### config.mk
export PLATFORM = sky130hd
export DESIGN_NAME = mem_key_select
export DESIGN_NICKNAME = d
export VERILOG_FILES = /design/src/rtl/keysel_pkg.sv /design/src/rtl/keysel_activation.sv /design/src/rtl/keysel_table.sv /design/src/rtl/keysel_decode.sv /design/src/rtl/mem_key_select.sv
export SDC_FILE = /design/constraint.sdc
export NUM_CORES = 2
export LEC_CHECK = 0
export CAP_MARGIN = 15
export CORE_UTILIZATION = 38
export CTS_BUF_LIST = sky130_fd_sc_hd__clkbuf_8
export CTS_CLUSTER_SIZE = 25
export DETAILED_ROUTE_END_ITERATION = 10
export DONT_BUFFER_PORTS = 1
export HOLD_SLACK_MARGIN = 0.06
export PLACE_DENSITY = 0.57
export SLEW_MARGIN = 25
export SYNTH_ARGS = -nofsm -noshare
export SYNTH_HDL_FRONTEND = slang
export SYNTH_SLANG_ARGS = --single-unit
export TNS_END_PERCENT = 30
### constraint.sdc
create_clock -name clk -period 5.1 [get_ports clk]
set_input_delay 0.255 -clock clk [delete_from_list [all_inputs] [get_ports clk]]
set_output_delay 0.255 -clock clk [all_outputs]
set_load 0.03 [all_outputs]
### src/rtl/keysel_pkg.sv
package keysel_pkg;
   localparam int KEY_W     = 128;
   localparam int ALG_W     = 4;
   localparam int PAGE_BITS = 12;
   localparam logic [ALG_W-1:0] ALG_XTS = 4'b0001;

   typedef enum logic [1:0] {
      POL_UNSET = 2'b00,
      POL_OWN   = 2'b01,
      POL_PLAT  = 2'b10,
      POL_CLEAR = 2'b11
   } policy_e;
endpackage

### src/rtl/keysel_activation.sv
module keysel_activation
   import keysel_pkg::*;
#(
   parameter int PA_W        = 36,
   parameter int MAX_ID_BITS = 4,
   localparam int IDB_W      = $clog2(MAX_ID_BITS + 1)
) (
   input  logic                   clk,
   input  logic                   rst_n,
   input  logic                   we_i,
   input  logic                   en_i,
   input  logic [IDB_W-1:0]       idbits_i,
   input  logic [MAX_ID_BITS-1:0] maxid_i,
   input  logic [ALG_W-1:0]       alg_i,
   input  logic [PA_W-1:0]        base_i,
   input  logic [PA_W-1:0]        mask_i,
   output logic                   active_o,
   output logic [IDB_W-1:0]       idbits_o,
   output logic [MAX_ID_BITS-1:0] maxid_o,
   output logic [PA_W-1:0]        base_o,
   output logic [PA_W-1:0]        mask_o,
   output logic                   err_o
);
   logic locked;
   logic settings_ok;

   assign settings_ok = (alg_i == ALG_XTS)
                     && (idbits_i <= IDB_W'(MAX_ID_BITS))
                     && ((maxid_i >> idbits_i) == '0);

   always_ff @(posedge clk or negedge rst_n) begin
      if (!rst_n) begin
         locked   <= 1'b0;
         active_o <= 1'b0;
         idbits_o <= '0;
         maxid_o  <= '0;
         base_o   <= '0;
         mask_o   <= '0;
         err_o    <= 1'b0;
      end else begin
         err_o <= 1'b0;
         if (we_i) begin
            if (locked || !settings_ok) begin
               err_o <= 1'b1;
            end else begin
               locked   <= 1'b1;
               active_o <= en_i;
               idbits_o <= idbits_i;
               maxid_o  <= maxid_i;
               base_o   <= {base_i[PA_W-1:PAGE_BITS], {PAGE_BITS{1'b0}}};
               mask_o   <= {mask_i[PA_W-1:PAGE_BITS], {PAGE_BITS{1'b0}}};
            end
         end
      end
   end

   assert_lock_sticky_R7: assert property (@(posedge clk) disable iff (!rst_n)
      locked |=> locked);

   assert_locked_ignore_R7: assert property (@(posedge clk) disable iff (!rst_n)
      (we_i && locked) |=> (err_o && $stable(idbits_o) && $stable(active_o)
                            && $stable(maxid_o) && $stable(base_o)));

   assert_reject_flag_R6: assert property (@(posedge clk) disable iff (!rst_n)
      (we_i && !settings_ok) |=> err_o);
endmodule

### src/rtl/keysel_table.sv
module keysel_table
   import keysel_pkg::*;
#(
   parameter int MAX_ID_BITS = 4,
   localparam int DEPTH      = 1 << MAX_ID_BITS
) (
   input  logic                   clk,
   input  logic                   rst_n,
   input  logic                   we_i,
   input  logic [MAX_ID_BITS-1:0] wid_i,
   input  logic [1:0]             wpol_i,
   input  logic [KEY_W-1:0]       wkey_i,
   input  logic [MAX_ID_BITS-1:0] rid_i,
   output logic [1:0]             rpol_o,
   output logic [KEY_W-1:0]       rkey_o
);
   logic [1:0]       pol_arr [DEPTH];
   logic [KEY_W-1:0] key_arr [DEPTH];
   logic             wr_hit;

   // identifier 0 is served by the fixed platform path and never stored
   assign wr_hit = we_i && (wid_i != '0);

   always_ff @(posedge clk or negedge rst_n) begin
      if (!rst_n) begin
         for (int e = 0; e < DEPTH; e++) pol_arr[e] <= 2'(POL_UNSET);
      end else if (wr_hit) begin
         pol_arr[wid_i] <= wpol_i;
      end
   end

   always_ff @(posedge clk) begin
      if (wr_hit) key_arr[wid_i] <= wkey_i;
   end

   assign rpol_o = pol_arr[rid_i];
   assign rkey_o = key_arr[rid_i];

   assert_unwritten_zero_R1: assert property (@(posedge clk) disable iff (!rst_n)
      (rid_i == '0) |-> (rpol_o == 2'(POL_UNSET)));
endmodule

### src/rtl/keysel_decode.sv
module keysel_decode
   import keysel_pkg::*;
#(
   parameter int PA_W        = 36,
   parameter int MAX_ID_BITS = 4,
   localparam int IDB_W      = $clog2(MAX_ID_BITS + 1)
) (
   input  logic [PA_W-1:0]        addr_i,
   input  logic                   active_i,
   input  logic [IDB_W-1:0]       idbits_i,
   input  logic [MAX_ID_BITS-1:0] maxid_i,
   input  logic [PA_W-1:0]        base_i,
   input  logic [PA_W-1:0]        mask_i,
   input  logic [KEY_W-1:0]       plat_key_i,
   input  logic [1:0]             tpol_i,
   input  logic [KEY_W-1:0]       tkey_i,
   output logic [MAX_ID_BITS-1:0] id_o,
   output logic [PA_W-1:0]        clean_o,
   output logic [KEY_W-1:0]       key_o,
   output logic                   enc_o,
   output logic                   deny_o
);
   logic in_window;

   always_comb begin
      int nb;
      nb      = active_i ? int'(idbits_i) : 0;
      id_o    = '0;
      clean_o = addr_i;
      for (int j = 0; j < PA_W; j++) begin
         if (j >= PA_W - nb) clean_o[j] = 1'b0;
      end
      for (int i = 0; i < MAX_ID_BITS; i++) begin
         if (i < nb) id_o[i] = addr_i[PA_W - nb + i];
      end
   end

   assign in_window = ((clean_o & mask_i) == base_i);

   always_comb begin
      key_o  = '0;
      enc_o  = 1'b0;
      deny_o = 1'b0;
      if (active_i) begin
         if (id_o > maxid_i) begin
            deny_o = 1'b1;
         end else if (id_o == '0) begin
            if (!in_window) begin
               enc_o = 1'b1;
               key_o = plat_key_i;
            end
         end else begin
            case (policy_e'(tpol_i))
               POL_OWN:   begin enc_o = 1'b1; key_o = tkey_i;     end
               POL_PLAT:  begin enc_o = 1'b1; key_o = plat_key_i; end
               POL_CLEAR: ;
               default:   deny_o = 1'b1;
            endcase
         end
      end
   end
endmodule

### src/rtl/mem_key_select.sv
module mem_key_select
   import keysel_pkg::*;
#(
   parameter int PA_W        = 36,
   parameter int MAX_ID_BITS = 4,
   localparam int IDB_W      = $clog2(MAX_ID_BITS + 1)
) (
   input  logic                   clk,
   input  logic                   rst_n,
   input  logic                   act_we,
   input  logic                   act_enable,
   input  logic [IDB_W-1:0]       act_id_bits,
   input  logic [MAX_ID_BITS-1:0] act_max_id,
   input  logic [3:0]             act_alg,
   input  logic [PA_W-1:0]        act_excl_base,
   input  logic [PA_W-1:0]        act_excl_mask,
   output logic                   act_err,
   input  logic                   tbl_we,
   input  logic [MAX_ID_BITS-1:0] tbl_id,
   input  logic [1:0]             tbl_policy,
   input  logic [127:0]           tbl_key,
   input  logic [127:0]           platform_key,
   input  logic                   req_valid,
   output logic                   req_ready,
   input  logic [PA_W-1:0]        req_addr,
   output logic                   rsp_valid,
   input  logic                   rsp_ready,
   output logic [PA_W-1:0]        rsp_addr,
   output logic [127:0]           rsp_key,
   output logic                   rsp_encrypt,
   output logic                   rsp_deny
);
   if (MAX_ID_BITS < 1 || MAX_ID_BITS > 15) begin : g_bad_id_bits
      $error("MAX_ID_BITS must lie in 1..15");
   end
   if (PA_W < MAX_ID_BITS + PAGE_BITS + 1) begin : g_bad_pa_w
      $error("PA_W too narrow for identifier and page offset");
   end

   logic                   cur_active;
   logic [IDB_W-1:0]       cur_idbits;
   logic [MAX_ID_BITS-1:0] cur_maxid;
   logic [PA_W-1:0]        cur_base, cur_mask;
   logic [MAX_ID_BITS-1:0] look_id;
   logic [1:0]             look_pol;
   logic [KEY_W-1:0]       look_key;
   logic [PA_W-1:0]        dec_addr;
   logic [KEY_W-1:0]       dec_key;
   logic                   dec_enc, dec_deny;
   logic                   req_fire;

   keysel_activation #(.PA_W(PA_W), .MAX_ID_BITS(MAX_ID_BITS)) u_act (
      .clk(clk), .rst_n(rst_n), .we_i(act_we), .en_i(act_enable),
      .idbits_i(act_id_bits), .maxid_i(act_max_id), .alg_i(act_alg),
      .base_i(act_excl_base), .mask_i(act_excl_mask),
      .active_o(cur_active), .idbits_o(cur_idbits), .maxid_o(cur_maxid),
      .base_o(cur_base), .mask_o(cur_mask), .err_o(act_err)
   );

   keysel_table #(.MAX_ID_BITS(MAX_ID_BITS)) u_tbl (
      .clk(clk), .rst_n(rst_n), .we_i(tbl_we), .wid_i(tbl_id),
      .wpol_i(tbl_policy), .wkey_i(tbl_key), .rid_i(look_id),
      .rpol_o(look_pol), .rkey_o(look_key)
   );

   keysel_decode #(.PA_W(PA_W), .MAX_ID_BITS(MAX_ID_BITS)) u_dec (
      .addr_i(req_addr), .active_i(cur_active), .idbits_i(cur_idbits),
      .maxid_i(cur_maxid), .base_i(cur_base), .mask_i(cur_mask),
      .plat_key_i(platform_key), .tpol_i(look_pol), .tkey_i(look_key),
      .id_o(look_id), .clean_o(dec_addr), .key_o(dec_key),
      .enc_o(dec_enc), .deny_o(dec_deny)
   );

   assign req_ready = !rsp_valid || rsp_ready;
   assign req_fire  = req_valid && req_ready;

   always_ff @(posedge clk or negedge rst_n) begin
      if (!rst_n) begin
         rsp_valid   <= 1'b0;
         rsp_addr    <= '0;
         rsp_key     <= '0;
         rsp_encrypt <= 1'b0;
         rsp_deny    <= 1'b0;
      end else if (req_ready) begin
         rsp_valid <= req_valid;
         if (req_valid) begin
            rsp_addr    <= dec_addr;
            rsp_key     <= dec_key;
            rsp_encrypt <= dec_enc;
            rsp_deny    <= dec_deny;
         end
      end
   end

   assert_result_due_R9: assert property (@(posedge clk) disable iff (!rst_n)
      req_fire |=> rsp_valid);

   assert_result_hold_R9: assert property (@(posedge clk) disable iff (!rst_n)
      (rsp_valid && !rsp_ready) |=> (rsp_valid && $stable(rsp_addr) && $stable(rsp_key)
                                     && $stable(rsp_encrypt) && $stable(rsp_deny)));

   assert_deny_clear_R8: assert property (@(posedge clk) disable iff (!rst_n)
      (rsp_valid && rsp_deny) |-> (!rsp_encrypt && rsp_key == '0));

   assert_inactive_bypass_R5: assert property (@(posedge clk) disable iff (!rst_n)
      (req_fire && !cur_active) |=> (!rsp_encrypt && !rsp_deny && rsp_addr == $past(req_addr)));
endmodule

Word level (Yosys, flattened, before mapping)
Memories as Yosys holds them, arrays and structs flattened.
Index checks and enable logic that the tools add are counted.
{"block": "op_classes", "n_mul": 0, "reduce_logical": 15, "n_shift": 1, "n_lt_le_gt_ge": 49, "add_sub_neg": 4, "div_mod_pow": 0, "n_bitwise": 4, "muxes": 77, "n_eq_ne": 5}
{"cell": "$ge 6x32->1 const A", "count": 16}
{"cell": "$mux 128", "count": 4}
{"cell": "$ge 5x32->1 const A", "count": 8}
{"cell": "$pmux 128 s2", "count": 1}
{"cell": "$ge 4x32->1 const A", "count": 4}
{"cell": "$ge 7x32->1 const A", "count": 4}
{"cell": "$lt 32x8->1 const B", "count": 4}
{"cell": "$add 32x3->32 const B", "count": 2}
{"cell": "$ge 3x32->1 const A", "count": 2}
{"cell": "$lt 3x32->1 const A", "count": 2}
{"cell": "$mux 1", "count": 61}
{"cell": "$and 36x36->36", "count": 1}
{"cell": "$eq 36x36->1", "count": 1}
{"cell": "$add 32x2->32 const B", "count": 1}
{"cell": "$bwmux 32", "count": 1}
{"cell": "$ge 1x32->1 const A", "count": 1}
{"cell": "$ge 2x32->1 const A", "count": 1}
{"cell": "$lt 1x32->1 const A", "count": 1}
{"cell": "$lt 2x32->1 const A", "count": 1}
{"cell": "$sub 7x32->32 const A", "count": 1}
{"cell": "$bmux 1 s6", "count": 4}
{"cell": "$ge 5x5->1 const B", "count": 2}
{"cell": "$not 4->5", "count": 2}
{"cell": "$bmux 2 s4", "count": 1}
{"cell": "other kinds (19)", "count": 29}
{"block": "word_totals", "inputBits": 388, "rom_bits": 0, "register_bits": 257, "memories": 1, "latchBits": 0, "ram_bits": 2048}
{"memory": "u_tbl.key_arr", "words": 16, "word_bits": 128, "read_ports": 1, "rd_clocked_by_memory_dff": 0, "write_ports": 1, "line": "keysel_table.sv:18", "rtl": "logic [KEY_W-1:0] key_arr [DEPTH];"}

Depth between registers and ports, before layout
{"block": "depth", "ltp_word": 17, "depth_mapped": 27, "depth_no_buf": 20}

By module
A second synthesis with hierarchy kept.
{"block": "unflattened", "hier_cells": 4403, "area_unflattened_um2": 91659.2}
{"module": "keysel_table", "area_each_um2": 77885.9, "cells_per_inst": 3242, "instances": 1}
{"module": "mem_key_select", "area_each_um2": 6790.3, "cells_per_inst": 354, "instances": 1}
{"module": "keysel_decode", "area_each_um2": 4570.6, "cells_per_inst": 644, "instances": 1}
{"module": "keysel_activation", "area_each_um2": 2412.3, "cells_per_inst": 163, "instances": 1}

Worst setup path before layout
Ideal clock, no wire load.
{"block": "synth_timing", "path_kind": "input-to-reg", "start": "input port tbl_id[2]", "end": "register u_tbl.pol_arr[14] (netlist name)", "path_slack_ns": -5.458, "t_required_ns": 4.990, "arrival_ns": 10.447, "setup_time_ns": 0.110, "path_stages": 3, "n_path_buf": 0, "path_cell_list": "nand3b_1 nor3_1 mux2_2"}
{"block": "synth_via", "elab_chain_len": 6}
{"element": "from (decl)", "line": "mem_key_select.sv:19", "rtl": "input logic [MAX_ID_BITS-1:0] tbl_id,"}
{"element": "$not 4->5 (not written as such)", "line": "keysel_table.sv:28", "rtl": "pol_arr[wid_i] <= wpol_i;"}
{"element": "$ge 5x5->1 (not written as such) / $lt 5x1->1 (equally long branches)", "line": "keysel_table.sv:28"}
{"element": "$logic_and 1x1->1 (not written as such)", "line": "keysel_table.sv:28"}
{"element": "$mux 2 (not written as such)", "line": "keysel_table.sv:28"}
{"element": "$demux 2 s4", "line": "keysel_table.sv:28"}
{"element": "$bwmux 32", "line": "keysel_table.sv:28"}
{"element": "to (signal, indexed assignment)", "line": "keysel_table.sv:28"}
{"element": "to (decl)", "line": "keysel_table.sv:17", "rtl": "logic [1:0] pol_arr [DEPTH];"}
Several ways; a longest one is shown, not always the timed one.
A chain may end at the register's enable or synchronous reset.

Worst setup path in the final report
{"block": "layout_timing", "start": "register u_act.active_o", "end": "register rsp_key[105]"}
{"block": "layout_via", "elab_chain_len": 16}
{"element": "from (decl)", "line": "keysel_activation.sv:17", "rtl": "output logic active_o,"}
{"element": "from (signal assigned)", "line": "keysel_activation.sv:47", "rtl": "active_o <= en_i;"}
{"element": "$mux 3", "line": "keysel_decode.sv:27", "rtl": "nb = active_i ? int'(idbits_i) : 0;"}
{"element": "$sub 7x32->32", "line": "keysel_decode.sv:31, keysel_decode.sv:34"}
{"element": "$add 32x2->32 / $add 32x3->32 (equally long branches)", "line": "keysel_decode.sv:34", "rtl": "if (i < nb) id_o[i] = addr_i[PA_W - nb + i];"}
{"element": "$bmux 1 s6", "line": "keysel_decode.sv:34"}
{"element": "$mux 1 (not written as such) (2 in series)", "line": "keysel_decode.sv:34"}
{"element": "$mux 1", "line": "keysel_decode.sv:34"}
{"element": "$not 4->5 (not written as such)", "line": "keysel_table.sv:36", "rtl": "assign rpol_o = pol_arr[rid_i];"}
{"element": "$bmux 2 s4", "line": "keysel_table.sv:36"}
{"element": "$mux 2 (not written as such) (2 in series)", "line": "keysel_table.sv:36"}
{"element": "$eq 2x2->1 / $eq 2x1->1 (equally long branches)", "line": "keysel_decode.sv:53", "rtl": "case (policy_e'(tpol_i))"}
{"element": "$pmux 128 s2", "line": "keysel_decode.sv:53"}
{"element": "$mux 128", "line": "keysel_decode.sv:47", "rtl": "end else if (id_o == '0) begin"}
{"element": "$mux 128", "line": "keysel_decode.sv:45", "rtl": "if (id_o > maxid_i) begin"}
{"element": "$mux 128 (*)", "line": "keysel_decode.sv:44", "rtl": "if (active_i) begin"}
{"element": "to (signal assigned)", "line": "mem_key_select.sv:88", "rtl": "rsp_key <= dec_key;"}
{"element": "to (decl)", "line": "mem_key_select.sv:29", "rtl": "output logic [127:0] rsp_key,"}
Mark *: on every way between the ends. The rest lies on a longest branch, timed or not. The select of a mux whose other input is x is not followed.

==> impl_results.md <==
- Post-synth EDFFs: 1921
- CP peak stage delay: 470 ps
- Fillers: 20034
- Final min period: 4940 ps
- Number of global-route vias before repair: roughly 58000
- CTS tree: yes
- CTS hold repair buffers: 662
- Global Route Usage Sum: a little over a fifth
- Row cnt: around 180
- Total CTS buffers: 382
- Syn Inst Count: 6411
- Pin count of the biggest net entering global routing: 258
- Sw frac: 23.3%
- Final #Nets: roughly 7600
- Register area share after synthesis: 73.9%
- Placement Setup Slack: -174 ps
- Status: finished with violations
- First-pass DRT Iterations: 7
- Slowest CP cell: nor4_1
- Worst reg-to-reg setup slack: around 160 ps
- Initial antenna violation count: 39
- Layout Utilization: a little under half
- Core footprint: 227000 um^2
- CTS sink cnt: ~2200
- Max-slew violations: 0
- DR iter-0 viols: 5455
- Register clock-pin slew on the reported worst setup and hold paths: 60 ps
- Most numerous cell on the critical path: ha_1
- Pwr Total: 37300 uW
- Sequential share of power: 55.1%
- Initial cell density of the core: 38.2%
- Cell Area, Synth: 86800 um^2
- R2R depth: 23
- Crit path kind: flop to flop
- Cells after DPL: 9164
- YS warnings: 0
- Via count: 58203
- GRT overflow: 0
- Vias per cell: about 5.5
- Max-slew headroom: 22.2%
- Worst-Skew Late Latency: around 1100 ps
- Die height: 480 um
- Arr. time, crit path: 5890 ps
- Syn_area_per_cell: 13.5 um^2
- CP startpoint kind: flop
- Reg-to-Reg End: rsp_key[105]
- Hold Path Class: input pin to async pin
- Max Buffers Root-to-Sink: 4
- Die ar.: 230000 um^2
- Worst slew pin tran: ~1200 ps
- Antenna-violating nets left: 0
- Synth cell types: 70
- H-tree levels: 5
- Ratio of cells with drive above 1 in the final layout: 11.0%
- Critical Path End Type: flop
- Fmax: 202 MHz
- R2R Path Start: u_act.active_o
- Top-Level Pins: 557
- Max FO, Critical Path: 8
- Number of buffers added on ports: 0
- Clock power frac: 39.7%
- Synth Register Bits: 2178
- RePlAce Congestion: 0.824
- Final hold vios: around 260
- Static leakage: 0.0359 uW
- Pwr per Cell Area: 356 nW/um^2
- CTS root buf: clkbuf_8
- Max rail drop VDD: 0.269 mV
- Die W: ~480 um
- Violations in the final reports: hold timing
- Critical Path RT: 6050 ps
- Combinational share of power: ~5.2%
- Int Pwr: 28600 uW
- Max-cap violation count: 0
- Final WL: 256000 um
- Non-filler cells, final: 10525
- Asr flop ratio synth: around an eighth
- Final worst slack: between 150 and 200 ps
- Psw: 8700 uW
- DRC: 0
- CP cell instances: nand2_1, ha_1, ha_1, inv_2, ha_1, buf_4, mux4_2, mux2i_1, mux2_2, o32a_2, inv_6, ha_1, o21ai_0, nand2b_1, a21oi_1, a41o_1, nor2b_2, nand3_4, buf_12, buf_12, buf_4, nor4_1, a221o_1
- Fin crit share: 96.9%
- Final HPWL DP: 133000 um
- Area Overhead vs Synth: 20.9%
- Final setup vio count: 0
- Syn Nets: 6819
- Top_reg_cell synth: edfxtp_1
- Wirelength per Cell: 24.4 um
- Unrepaired setup endpoints after global routing: yes
- First-pass GRT wire length: 377000 um
- Worst-case clock skew: 110 ps
- Hold Slack: -1120 ps
[area by class of cell]
type	count	area [um^2]	area share, %
Antenna cell	25	62.6	0.0596
Clock buffer	422	5810	5.54
Clock inverter	251	1160	1.11
Inverter	25	121	0.116
Multi-Input combinational cell	3740	20800	19.8
Sequential cell	2178	64100	61.1
Tap cell	3009	3760	3.59
Timing Repair Buffer	875	9080	8.65
[flip-flops by register name, indices dropped and copies added (netlist names)]
name and count:
rsp_addr 36, u_act.base_o 24, rsp_key 128, u_act.locked 1
u_tbl.key_arr 1921, rsp_encrypt 1, u_act.err_o 1, u_act.mask_o 24
rsp_deny 1, u_act.idbits_o 3, u_act.active_o 1, rsp_valid 1
u_act.maxid_o 4, u_tbl.pol_arr 32
[per-stage QoR]
| step | setup TNS, ps | cell area (um^2) |
|---|---|---|
| finish | 0 | 105000 |
| global placement | -419 | 91100 |
| CTS | 0 | 105000 |
| global route | -55.8 | 105000 |
| floorplan | -1214750 | 86800 |
| detailed placement | -488 | 91100 |
[worst max-delay path, delay by kind of cell, from the launching register on]
kind | cells | cell delay, ps
compound gates | 5 | 980
simple gates | 5 | 970
mux | 3 | 530
flops | 1 | 420
fa+ha+maj | 4 | 1080
buf+inv | 6 | 790
[power by group through the flow]
stage	Clock, uW	Combinational (uW)	Sequential [uW]
2_1_floorplan	0	812	20800
3_3_place_gp	0	1190	20900
3_5_place_dp	0	1210	20900
4_1_cts	15200	1910	20600
5_1_grt	15900	2080	20600
6_report	14800	1930	20600
[per-layer routing]
layer	vias to the layer above	routed length [um]	global-route usage, %
met2	2361	117000	33.5
li1	25801	-	-
met1	29507	113000	30.4
met3	500	20000	4.62
met5	-	236	0
met4	34	6760	6.91
[synth_stat cells, types with 2 or more instances]
cell / n / area [um^2]
a2111oi_0: 15 / 131
a211oi_1: 122 / 916
a21boi_0: 2 / 15.0
a21oi_1: 794 / 3970
a221o_1: 128 / 1280
a221oi_1: 131 / 1150
and2_1: 5 / 31.3
and3_1: 9 / 56.3
buf_1: 30 / 113
buf_2: 189 / 946
buf_4: 10 / 75.1
buf_6: 9 / 101
clkbuf_1: 230 / 863
dfrtp_1: 257 / 6430
edfxtp_1: 1921 / 57700
ha_1: 20 / 250
inv_1: 18 / 67.6
inv_2: 6 / 22.5
mux2_2: 89 / 1000
mux2i_1: 140 / 1400
mux4_2: 11 / 248
nand2_1: 1420 / 5330
nand2b_1: 14 / 87.6
nand3_1: 178 / 891
nand3b_1: 4 / 30.0
nand4_1: 6 / 37.5
nor2_1: 24 / 90.1
nor2b_1: 6 / 37.5
nor3_1: 262 / 1310
nor4_1: 125 / 782
nor4b_1: 2 / 17.5
o2111ai_1: 5 / 43.8
o211ai_1: 8 / 60.1
o21ai_0: 157 / 786
o221ai_1: 2 / 17.5
o22ai_1: 6 / 37.5
xnor2_1: 10 / 87.6
xor2_1: 14 / 123
[how the worst max path moves through the flow]
stage | start | endpoint | slack, ps | cells after the start
after CTS | u_act.active_o | rsp_key[69] | 30 | 24
after global routing | u_act.active_o | rsp_key[69] | -20 | 24
after global placement | u_act.active_o | rsp_key[2] | -200 | 22
after detailed placement | u_act.active_o | rsp_key[2] | -170 | 22
final | u_act.active_o | rsp_key[105] | 160 | 23
after floorplan | tbl_id[3] | u_tbl.pol_arr[24] | -1980 | 3
[logic make-up after synthesis]
family                     Yosys count  synth area share, %
buffers and inverters              493                 2.53
and+or+nand+nor                   2068                 10.2
xor gates and xnor gates            24                0.242
other                                1              0.00432
muxes                              240                 3.05
DFF                               2178                 73.9
adders and majority gates           20                0.288
AOI/OAI and AO/OA                 1387                 9.86
[cells in the final DEF, fill, tap and decap left out, types with 128 or more instances in the layout]
cell type and instances:
a221o_1 128, edfxtp_1 1921, a221oi_1 131, buf_4 145, clkbuf_8 422, o21ai_0 157, dlygate4sd3_1 662, mux2i_1 140
a21oi_1 793, inv_1 186, nand3_1 177, nor3_1 259, nand2_1 1418, dfrtp_1 256
[timing repair]
| action | CTS | global route |
|---|---|---|
| buffers inserted | 1 | 0 |
| endpoints found under the setup margin | 26 | 126 |
| gates resized for setup | 2 | 17 |
| gates cloned | 0 | 1 |
| endpoints found under the hold margin | 3395 | 257 |
| pin swaps | 1 | 0 |
Note: power is estimated with default switching activity, not from simulation.
